**config.mk**
```make
export PLATFORM = sky130hd
export DESIGN_NAME = irq_classifier
export DESIGN_NICKNAME = d
export VERILOG_FILES = /design/src/rtl/irq_classifier.sv
export SDC_FILE = /design/constraint.sdc
export NUM_CORES = 1
export LEC_CHECK = 0
export ABC_AREA = 1
export BUFFER_PORTS_ARGS = -buffer_cell sky130_fd_sc_hd__buf_4
export CORE_MARGIN = 8
export CORE_UTILIZATION = 30
export CTS_CLUSTER_DIAMETER = 50
export DETAILED_ROUTE_END_ITERATION = 16
export SLEW_MARGIN = 20
export SYNTH_ARGS = -nofsm -noshare
export SYNTH_HDL_FRONTEND = slang
export SYNTH_SLANG_ARGS = --single-unit
```
**constraint.sdc**
```tcl
create_clock -name clk -period 1.2 [get_ports clk]
set_input_delay 0.24 -clock clk [delete_from_list [all_inputs] [get_ports clk]]
set_output_delay 0.24 -clock clk [all_outputs]
set_load 0.005 [all_outputs]
```
**src/rtl/irq_classifier.sv**
```systemverilog
module irq_classifier #(
  parameter int DMA_W = 6,
  parameter int BUS_W = 12
) (
  input  logic             clk,
  input  logic             rst_n,
  input  logic [DMA_W-1:0] dma_evt,
  input  logic [BUS_W-1:0] bus_evt,
  input  logic             tgt_mode,
  input  logic [BUS_W-1:0] bus_en,
  input  logic             pin_mask,
  input  logic             dma_clr,
  input  logic             bus_clr,
  output logic [DMA_W-1:0] dma_stat,
  output logic [BUS_W-1:0] bus_stat,
  output logic             dma_pend,
  output logic             bus_pend,
  output logic             irq_n,
  output logic             halt_req
);
  localparam logic [BUS_W-1:0] NF_INIT = {{(BUS_W-5){1'b0}}, 5'h1F};
  localparam logic [BUS_W-1:0] NF_TGT  = {{(BUS_W-6){1'b0}}, 6'h3F};

  logic [BUS_W-1:0] hard_fatal;
  logic [BUS_W-1:0] bus_keep, capture, nf_now, bus_fatal;
  logic             fatal_pend;

  assign nf_now     = tgt_mode ? NF_TGT : NF_INIT;
  assign bus_keep   = bus_stat & ~{BUS_W{bus_clr}};
  assign capture    = bus_evt & ~bus_keep;
  assign bus_fatal  = bus_stat & (hard_fatal | bus_en);
  assign fatal_pend = (|dma_stat) | (|bus_fatal);

  assign dma_pend = |dma_stat;
  assign bus_pend = |bus_stat;
  assign halt_req = fatal_pend;

  always_ff @(posedge clk or negedge rst_n) begin
    if (!rst_n) begin
      dma_stat   <= '0;
      bus_stat   <= '0;
      hard_fatal <= '0;
      irq_n      <= 1'b1;
    end else begin
      dma_stat   <= dma_evt | (dma_stat & ~{DMA_W{dma_clr}});
      bus_stat   <= bus_evt | bus_keep;
      hard_fatal <= (hard_fatal & ~capture) | (capture & ~nf_now);
      irq_n      <= ~(fatal_pend & ~pin_mask);
    end
  end
endmodule

```
==> flow_metrics.tcl <==
set metrics [dict create \
    status "finished, violations left" \
    violations "negative setup slack" \
    finalHoldViolations 0 \
    synthArstFlopShare_pct 100 \
    cp.arrival_ps 1310 \
    finalSetupTns_ps -869 \
    slowest_stage "dfrtp_1" \
    fin_hold_ws_ps 137 \
    p_per_area_mw_per_mm2 1060 \
    utilization_pct 51.1 \
    hp-class "in2reg" \
    rsz0062_at_grt "yes" \
    final.setup_skew_ps 6.93 \
    pin_count 58 \
    fmax_mhz 644 \
    syn-cell-area_mm2 0.00133 \
    die_area_mm2 0.00682 \
    max-cap-violations 0 \
    ir_worst_vdd_mv 0.589 \
    finalPower_mw 2.35 \
    dp_hpwl_um 2720 \
    die_x_um 82.6 \
    synth_most_common_cell "nor2_1" \
    synthCells 151 \
    synth_edf_count 0 \
    setup_viol 4 \
    core_mm2 0.00432 \
    yosysWarnings 0 \
    via_count 1210 \
    num_antenna_cells 0 \
    postPlaceCellArea_mm2 0.00199 \
    cts.sinks 31 \
    crit_type "reg2out" \
    cts_max_level 2 \
    synth_common_cells "nor2_1, dfrtp_1, inv_1" \
    place_congestion 0.727 \
    ys.flop_type "dfrtp_1" \
    via_per_inst 4.13 \
    ys_ff_latch 31 \
    static-leakage-power_nw 1.17 \
    fin_nets 276 \
    path_clk_slew_ps 60 \
    slew_viol_final 0 \
    root_buffer "clkbuf_8" \
    worstPathCellList "inv_1, nand2_1, nor2_2, nand2_1, nor2_2, nand2_2, buf_6" \
    end_kind "primary output" \
    grt_use_total_pct 11.1 \
    synth_largest_area_cell "dfrtp_1" \
    drc 0 \
    grt_first_pass_wirelength_um 5640 \
    cts_made_buffers 5 \
    finalCriticalPeriod_ps 1550 \
    fillers 443 \
    cp-start-kind "flop" \
    timing.final.crit_share_pct 129 \
    synth_cell_types 15 \
    layout_setup_ws_ps -354 \
    clk_latency_ps 280 \
    start_util_pct 30.8 \
    area_growth_pct 66.1 \
    max_stage_delay_ps 380 \
    placed_cells 282 \
    synth_area_leaders "dfrtp_1, nor2_1, inv_1" \
    post_drt_wl_per_cell_um 12.1 \
    drtAntennaViolNets 0 \
    grt_pass1_vias 1258 \
    antenna_found_initial 0 \
    cts_buffer_depth 2 \
    synth.top_cell.area_share_pct 56.4 \
    final_cells 293 \
    die_h_um 82.6 \
    place.port_buffers 57 \
    slew_headroom_pct 73.1 \
    drt-total-wl_um 3540 \
    fin_area_mm2 0.00221 \
    syn_nets 187 \
    cts_tree "yes" \
    std_cell_rows 24 \
    avgSynthCellArea_um2 8.81 \
    place_ws_ps -147 \
    ys_seq_area_share_pct 58.4 \
    worstPathRequired_ps 960 \
    crit_fanout 2 \
    worst_pin_slew_ps 404 \
    drt-initial-drc-count 42 \
    drtPass1Iterations 3 \
    regToRegSetupSlack_ps 170 \
    grt_max_degree 32 \
    drive_gt1_share_pct 42.3 \
    overflow 0 \
]
-- final timing paths --
| kind | cells past startpoint | startpoint | endpoint |
|---|---|---|---|
| max in group asynchronous | 2 | rst_n | irq_n$_DFF_PN1_ |
| hold reg to reg | 1 | hard_fatal[6]$_DFF_PN0_ | hard_fatal[6]$_DFF_PN0_ |
| min in group asynchronous | 2 | rst_n | async pin |
| setup reg to reg | 7 | dma_stat[0]$_DFF_PN0_ | irq_n$_DFF_PN1_ |
| setup / recovery | 7 | dma_stat[0]$_DFF_PN0_ | halt_req |
| hold / removal | 2 | bus_evt[4] | hard_fatal[4]$_DFF_PN0_ |
-- power by group --
group | total (mW) | switching (mW) | internal (mW)
combinational | 0.435 | 0.166 | 0.269
clock | 0.781 | 0.370 | 0.411
sequential | 1.14 | 0.0417 | 1.09
-- repair_timing --
action | in CTS | in global routing
buffers inserted | 4 | 4
gates resized for setup | 11 | 21
pin swaps | 5 | 2
hold buffers | 1 | 0
endpoints found under the setup margin | 8 | 16
endpoints found under the hold margin | 30 | 0
-- metal layers --
| layer | share of wire [%] | GRT usage, % | wire length, um | up-vias |
|---|---|---|---|---|
| li1 | - | - | - | 639 |
| met1 | 44 | 13.8 | 1550 | 529 |
| met2 | 46 | 17.0 | 1630 | 38 |
| met3 | 8.9 | 4.22 | 316 | 4 |
| met4 | 1.2 | 4.14 | 42 | 0 |
| met5 | 0 | 0 | 0 | - |
-- final cells by class --
cell class	count	area, um^2	area share [%]
flip-flops and latches	31	778	35.2
repair buffers	83	719	32.6
multi-input cells	87	447	20.2
inverters	32	120	5.44
clock buffers	8	80.1	3.62
well taps	52	65.1	2.94
-- worst max-delay path, delay by kind of cell (launching register included) --
| family | cells | cell delay, ps |
|---|---|---|
| flops | 1 | 380 |
| buf+inv | 2 | 200 |
| simple gates | 5 | 450 |
-- cell families (layout without fill, tap and decap cells) --
| group | Yosys count | in the layout | synth area share, % |
|---|---|---|---|
| AND/OR/NAND/NOR | 59 | 59 | 18.1 |
| AO/OA/AOI/OAI | 28 | 28 | 13.9 |
| flip-flops | 31 | 31 | 58.4 |
| buffers and inverters | 33 | 123 | 9.60 |
-- cells in the final DEF, fill, tap and decap left out --
cell type	n
a21boi_1	5
dfrtp_1	29
nor2_2	3
o21ai_0	9
inv_1	27
nor4_2	3
nand3_1	1
dfrtp_2	1
inv_2	5
buf_6	25
nor2_1	33
clkbuf_8	5
buf_4	57
o21bai_1	13
dfstp_2	1
o21ai_1	1
dlygate4sd3_1	1
nand2_2	2
clkbuf_1	3
nand2_1	17
-- sequential cells by signal (all words and copies together), names as in the netlist, named ones only --
name        flops
bus_stat       12
hard_fatal     11
dma_stat        6
irq_n           1
Note: power is estimated with default switching activity, not from simulation.
